$ cat config.mk
export PLATFORM = sky130hd
export DESIGN_NAME = dwa_selector
export DESIGN_NICKNAME = d
export VERILOG_FILES = /design/src/rtl/dwa_pkg.sv /design/src/rtl/dwa_sample_reg.sv /design/src/rtl/dwa_thermo_dec.sv /design/src/rtl/dwa_rotate.sv /design/src/rtl/dwa_ptr_acc.sv /design/src/rtl/dwa_selector.sv
export SDC_FILE = /design/constraint.sdc
export NUM_CORES = 1
export LEC_CHECK = 0
export ABC_AREA = 1
export BUFFER_PORTS_ARGS = -buffer_cell sky130_fd_sc_hd__buf_2
export CAP_MARGIN = 25
export CORE_MARGIN = 3
export CORE_UTILIZATION = 57
export DETAILED_ROUTE_END_ITERATION = 10
export PLACE_DENSITY = 0.8
export SYNTH_ARGS = -nofsm -noshare
export SYNTH_HDL_FRONTEND = slang
export SYNTH_HIERARCHICAL = 1
export SYNTH_SLANG_ARGS = --single-unit
$ cat constraint.sdc
create_clock -name clk -period 3.2 [get_ports clk]
set_clock_uncertainty 0.15 [all_clocks]
set_input_delay 0.48 -clock clk [delete_from_list [all_inputs] [get_ports clk]]
set_output_delay 0.48 -clock clk [all_outputs]
set_load 0.05 [all_outputs]
$ cat src/rtl/dwa_pkg.sv
`timescale 1ns/1ps
package dwa_pkg;

  // Selection policy carried with each captured sample.
  typedef enum logic {
    SEL_THERMO = 1'b0,
    SEL_ROTATE = 1'b1
  } sel_mode_e;

  localparam int unsigned DWA_DEF_CODE_W = 4;

endpackage

$ cat src/rtl/dwa_sample_reg.sv
`timescale 1ns/1ps
// Rising-edge capture of the quantizer result and control inputs.
module dwa_sample_reg
  import dwa_pkg::*;
#(
  parameter int unsigned CODE_W = DWA_DEF_CODE_W
) (
  input  logic              clk,
  input  logic              rst_n,
  input  logic              sync_clr,
  input  logic              code_valid,
  input  logic [CODE_W-1:0] code,
  input  logic              avg_en,
  output logic              cap_clr,
  output logic              cap_valid,
  output logic [CODE_W-1:0] cap_code,
  output sel_mode_e         cap_mode
);

  logic              clr_d;
  logic              valid_d;
  logic [CODE_W-1:0] code_d;
  sel_mode_e         mode_d;
  logic              code_ld;

  // Code and mode only reload when a new result arrives.
  always_comb begin
    clr_d   = sync_clr;
    valid_d = code_valid & ~sync_clr;
    code_ld = code_valid;
    code_d  = code;
    mode_d  = avg_en ? SEL_ROTATE : SEL_THERMO;
  end

  always_ff @(posedge clk or negedge rst_n) begin
    if (!rst_n) begin
      cap_clr   <= 1'b0;
      cap_valid <= 1'b0;
    end else begin
      cap_clr   <= clr_d;
      cap_valid <= valid_d;
    end
  end

  always_ff @(posedge clk or negedge rst_n) begin
    if (!rst_n) begin
      cap_code <= '0;
      cap_mode <= SEL_THERMO;
    end else if (code_ld) begin
      cap_code <= code_d;
      cap_mode <= mode_d;
    end
  end

endmodule

$ cat src/rtl/dwa_thermo_dec.sv
`timescale 1ns/1ps
// Binary code to thermometer pattern anchored at element 0.
module dwa_thermo_dec #(
  parameter int unsigned CODE_W   = 4,
  parameter int unsigned NUM_ELEM = (1 << CODE_W) - 1
) (
  input  logic [CODE_W-1:0]   code,
  output logic [NUM_ELEM-1:0] thermo
);

  for (genvar g = 0; g < NUM_ELEM; g++) begin : g_bit
    always_comb begin
      thermo[g] = (code > CODE_W'(g));
    end
  end

endmodule

$ cat src/rtl/dwa_rotate.sv
`timescale 1ns/1ps
// Circular shift of the thermometer pattern by the pointer, modulo NUM_ELEM.
module dwa_rotate
  import dwa_pkg::*;
#(
  parameter int unsigned NUM_ELEM = 15,
  localparam int unsigned PTR_W   = $clog2(NUM_ELEM)
) (
  input  logic [NUM_ELEM-1:0] thermo,
  input  logic [PTR_W-1:0]    ptr,
  input  sel_mode_e           mode,
  output logic [NUM_ELEM-1:0] sel
);

  logic [NUM_ELEM-1:0] rotated;

  for (genvar g = 0; g < NUM_ELEM; g++) begin : g_elem
    logic [PTR_W-1:0] src_idx;

    // Element g belongs to the run when (g - ptr) mod NUM_ELEM < code.
    always_comb begin
      if (PTR_W'(g) >= ptr) begin
        src_idx = PTR_W'(g) - ptr;
      end else begin
        src_idx = PTR_W'(g) + PTR_W'(NUM_ELEM) - ptr;
      end
      rotated[g] = thermo[src_idx];
    end
  end

  always_comb begin
    sel = (mode == SEL_ROTATE) ? rotated : thermo;
  end

endmodule

$ cat src/rtl/dwa_ptr_acc.sv
`timescale 1ns/1ps
// Modulo-NUM_ELEM rotation pointer, updated on the launch (falling) edge.
module dwa_ptr_acc
  import dwa_pkg::*;
#(
  parameter int unsigned CODE_W   = DWA_DEF_CODE_W,
  parameter int unsigned NUM_ELEM = (1 << CODE_W) - 1,
  localparam int unsigned PTR_W   = $clog2(NUM_ELEM),
  localparam int unsigned SUM_W   = PTR_W + 1
) (
  input  logic              clk,
  input  logic              rst_n,
  input  logic              cap_clr,
  input  logic              cap_valid,
  input  logic [CODE_W-1:0] cap_code,
  input  sel_mode_e         cap_mode,
  output logic [PTR_W-1:0]  ptr
);

  logic [SUM_W-1:0] sum_raw;
  logic [PTR_W-1:0] ptr_d;
  logic             ptr_en;

  // ptr < NUM_ELEM and code <= NUM_ELEM, so one conditional subtract wraps.
  always_comb begin
    sum_raw = SUM_W'(ptr) + SUM_W'(cap_code);
    if (sum_raw >= SUM_W'(NUM_ELEM)) begin
      sum_raw = sum_raw - SUM_W'(NUM_ELEM);
    end
    ptr_en = cap_clr | (cap_valid & (cap_mode == SEL_ROTATE));
    ptr_d  = cap_clr ? '0 : sum_raw[PTR_W-1:0];
  end

  always_ff @(negedge clk or negedge rst_n) begin
    if (!rst_n) begin
      ptr <= '0;
    end else if (ptr_en) begin
      ptr <= ptr_d;
    end
  end

endmodule

$ cat src/rtl/dwa_selector.sv
`timescale 1ns/1ps
// Rotating unit-element selector with half-cycle launch to two DACs.
module dwa_selector
  import dwa_pkg::*;
#(
  parameter int unsigned  CODE_W   = DWA_DEF_CODE_W,
  localparam int unsigned NUM_ELEM = (1 << CODE_W) - 1
) (
  input  logic                clk,
  input  logic                rst_n,
  input  logic                sync_clr,
  input  logic                code_valid,
  input  logic [CODE_W-1:0]   code,
  input  logic                avg_en,
  output logic [NUM_ELEM-1:0] sel_main,
  output logic [NUM_ELEM-1:0] sel_eld
);

  localparam int unsigned PTR_W = $clog2(NUM_ELEM);
  localparam int unsigned N_DAC = 2;

  logic                cap_clr;
  logic                cap_valid;
  logic [CODE_W-1:0]   cap_code;
  sel_mode_e           cap_mode;
  logic [PTR_W-1:0]    ptr;
  logic [NUM_ELEM-1:0] thermo;
  logic [NUM_ELEM-1:0] sel_new;
  logic [NUM_ELEM-1:0] sel_d;
  logic                sel_en;
  logic [NUM_ELEM-1:0] sel_q [N_DAC];

  dwa_sample_reg #(.CODE_W(CODE_W)) u_sample (
    .clk        (clk),
    .rst_n      (rst_n),
    .sync_clr   (sync_clr),
    .code_valid (code_valid),
    .code       (code),
    .avg_en     (avg_en),
    .cap_clr    (cap_clr),
    .cap_valid  (cap_valid),
    .cap_code   (cap_code),
    .cap_mode   (cap_mode)
  );

  dwa_thermo_dec #(.CODE_W(CODE_W), .NUM_ELEM(NUM_ELEM)) u_thermo (
    .code   (cap_code),
    .thermo (thermo)
  );

  dwa_rotate #(.NUM_ELEM(NUM_ELEM)) u_rotate (
    .thermo (thermo),
    .ptr    (ptr),
    .mode   (cap_mode),
    .sel    (sel_new)
  );

  dwa_ptr_acc #(.CODE_W(CODE_W), .NUM_ELEM(NUM_ELEM)) u_ptr (
    .clk       (clk),
    .rst_n     (rst_n),
    .cap_clr   (cap_clr),
    .cap_valid (cap_valid),
    .cap_code  (cap_code),
    .cap_mode  (cap_mode),
    .ptr       (ptr)
  );

  always_comb begin
    sel_en = cap_clr | cap_valid;
    sel_d  = cap_clr ? '0 : sel_new;
  end

  // One launch register per DAC so each drives only its own element switches.
  for (genvar d = 0; d < N_DAC; d++) begin : g_dac
    always_ff @(negedge clk or negedge rst_n) begin
      if (!rst_n) begin
        sel_q[d] <= '0;
      end else if (sel_en) begin
        sel_q[d] <= sel_d;
      end
    end
  end

  assign sel_main = sel_q[0];
  assign sel_eld  = sel_q[1];

endmodule

==> flow_metrics.tcl <==
set metrics [dict create \
    slew_headroom 0.576 \
    detail_route.drc_violations 0 \
    violations "negative setup slack" \
    antenna_found_initial 0 \
    rrSetupSlack_ps -570 \
    dpl.cell_count 1128 \
    netlist_instances 960 \
    drive_gt1_frac 0.315 \
    syn_avg_cell_area_sq_um 5.62 \
    outcome "finished, violations left" \
    mostFrequentLayoutCell "nand2_1" \
    synth-seq-cells 26 \
    rsz0062_at_grt "yes" \
    die_h_microns 103 \
    ir_drop_uv 182 \
    design_area_sq_um 6820 \
    hold_viol_final 0 \
    clockBufferDepth 2 \
    vias 6970 \
    first_pass_iters 6 \
    crit_path_end_kind "flop" \
    ant_nets 0 \
    final_nets 1060 \
    die_area_sq_um 10700 \
    clockRootBuffer "clkbuf_8" \
    worst_slack_ps -566 \
    hold-worst-slack_ps 170 \
    drv_slew 0 \
    finalSetupViolCount 19 \
    io_buffers 38 \
    syn_nets 991 \
    grt_pass1_wl_microns 29800 \
    vias_per_cell 6.04 \
    start_kind "flop" \
    grt_pass1_vias 6021 \
    max_slew.worst_pin.slew_ps 630 \
    worstPathRequired_ps 1600 \
    antenna_cells 0 \
    grt_start_max_net_pins 24 \
    power.leakage_nw 3.48 \
    place_area_sq_um 5950 \
    grt.overflow.total 0 \
    syn_area_sq_um 5400 \
    core_sq_um 8980 \
    r2r-start "u_sample/cap_code[0]" \
    cts_buffers 3 \
    clock_sinks 26 \
    cts_tree "done" \
    crit_fanout 3 \
    powerDensity_nw_per_um2 311 \
    grt_usage 0.350 \
    seq_area_frac_synth 0.121 \
    dp_slack_ps -577 \
    r2r_end "u_ptr/ptr[1]" \
    syn_to_final_growth_pct 26.4 \
    gp_congestion 1.09 \
    rows 34 \
    cts_hold_buf 0 \
    crit_path_start "u_sample/cap_code[0]" \
    boundaryPins 39 \
    min_to "u_sample/cap_clr" \
    reg2reg_depth 12 \
    die_w_microns 103 \
    clk_pin_slew_ps 90 \
    power.total_mw 2.12 \
    ys_types 40 \
    layout.cells.non_filler 1154 \
    synth_warnings 6 \
    drt_iter0_markers 1011 \
    clk_latency_ps 290 \
    min_from "sync_clr" \
    avgRoutedWirePerCell_microns 17.2 \
    drt-total-wl_microns 19800 \
    h-tree-depth 1 \
    holdPathStages 1 \
    worstSetupPathType "flop to flop" \
    final_cell_mix "nand2_1 (338), nand3_1 (155), buf_4 (71)" \
    initial_utilization 0.601 \
    hpwl_microns 13600 \
    maxCapViolations 0 \
    hp-class "primary input to flop" \
    worstPathArrival_ps 2160 \
]
[how the worst max path moves through the flow]
| stage | endpoint | slack [ps] | cells after the start |
|---|---|---|---|
| final | u_ptr/ptr[1] | -570 | 12 |
| after global routing | u_ptr/ptr[0] | -670 | 12 |
| after CTS | u_ptr/ptr[1] | -510 | 12 |
| after detailed placement | sel_main[7] | -580 | 14 |
| after global placement | u_ptr/ptr[2] | -510 | 12 |
| after floorplan | u_ptr/ptr[2] | -500 | 12 |
[sequential cells by signal, indices dropped and copies added (netlist names)]
register	flops
u_sample/cap_valid	1
u_sample/cap_mode	1
u_sample/cap_clr	1
u_ptr/ptr	4
sel_main	15
u_sample/cap_code	4
[power by group]
group	total, mW	switching [mW]	internal (mW)
registers	0.383	0.0302	0.352
logic	1.51	0.971	0.542
clock network	0.225	0.114	0.110
[logic make-up (layout without fill, tap and decap cells)]
family	after synthesis	count (layout)	synth area share
AOI/OAI and AO/OA	103	103	0.125
buffers and inverters	142	210	0.128
DFF	26	26	0.121
xor gates and xnor gates	7	7	0.0190
and+or+nand+nor	660	660	0.555
adders and majority gates	22	22	0.0524
[timing repair]
action                                  CTS  global route
gates resized for setup                  79           103
pin swaps                                18            62
gates cloned                              1             0
endpoints found under the setup margin   49            37
setup buffers                            13            11
[cell usage after synthesis (all sizes together)]
cell	count	area [sq um]
nand2	407	1640
nand3	207	1090
inv	85	324
o21ai	49	287
buf	40	300
o211ai	36	270
ha	21	263
dfrtn	19	475
nor2	19	78.8
clkbuf	17	63.8
nand4	16	113
a21oi	13	83.8
nand3b	10	75.1
dfrtp	7	175
xor2	4	61.3
xnor2	3	41.3
a21o	2	15.0
a21boi	1	7.51
a31oi	1	6.26
fa	1	20.0
o21a	1	7.51
or2	1	6.26
[critical path, stage by stage (launching register included)]
cell and delay [ps]:
dfrtp_2 430, ha_4 160, inv_2 50, fa_1 450
inv_2 110, ha_4 140, inv_2 30, a21oi_2 120
nand3_2 110, nand2_2 90, nand2_1 60, nand3_1 70
nand2_1 50
[layout make-up]
| type | count | area (sq um) |
|---|---|---|
| clock buffers | 4 | 55.1 |
| fillers | 673 | 2160 |
| inverters | 85 | 372 |
| multi-input cells | 792 | 4500 |
| flip-flops and latches | 26 | 656 |
| well taps | 126 | 158 |
| repair buffers | 121 | 1080 |
[per-stage QoR]
stage | TNS (ps) | util
2_1_floorplan | -3390 | -
3_3_place_gp | -8300 | 0.663
3_5_place_dp | -9020 | 0.663
4_1_cts | -7740 | 0.711
5_1_grt | -11680 | 0.760
6_report | -9740 | 0.760
[routing by layer]
metal / GRT usage / share of wire / vias to the layer above
met4: 0.127 / 0.054 / 0
met2: 0.545 / 0.45 / 475
met3: 0.0577 / 0.11 / 113
met1: 0.488 / 0.39 / 3076
met5: 0 / 0 / -
li1: - / - / 3306
Note: power is estimated with default switching activity, not from simulation.
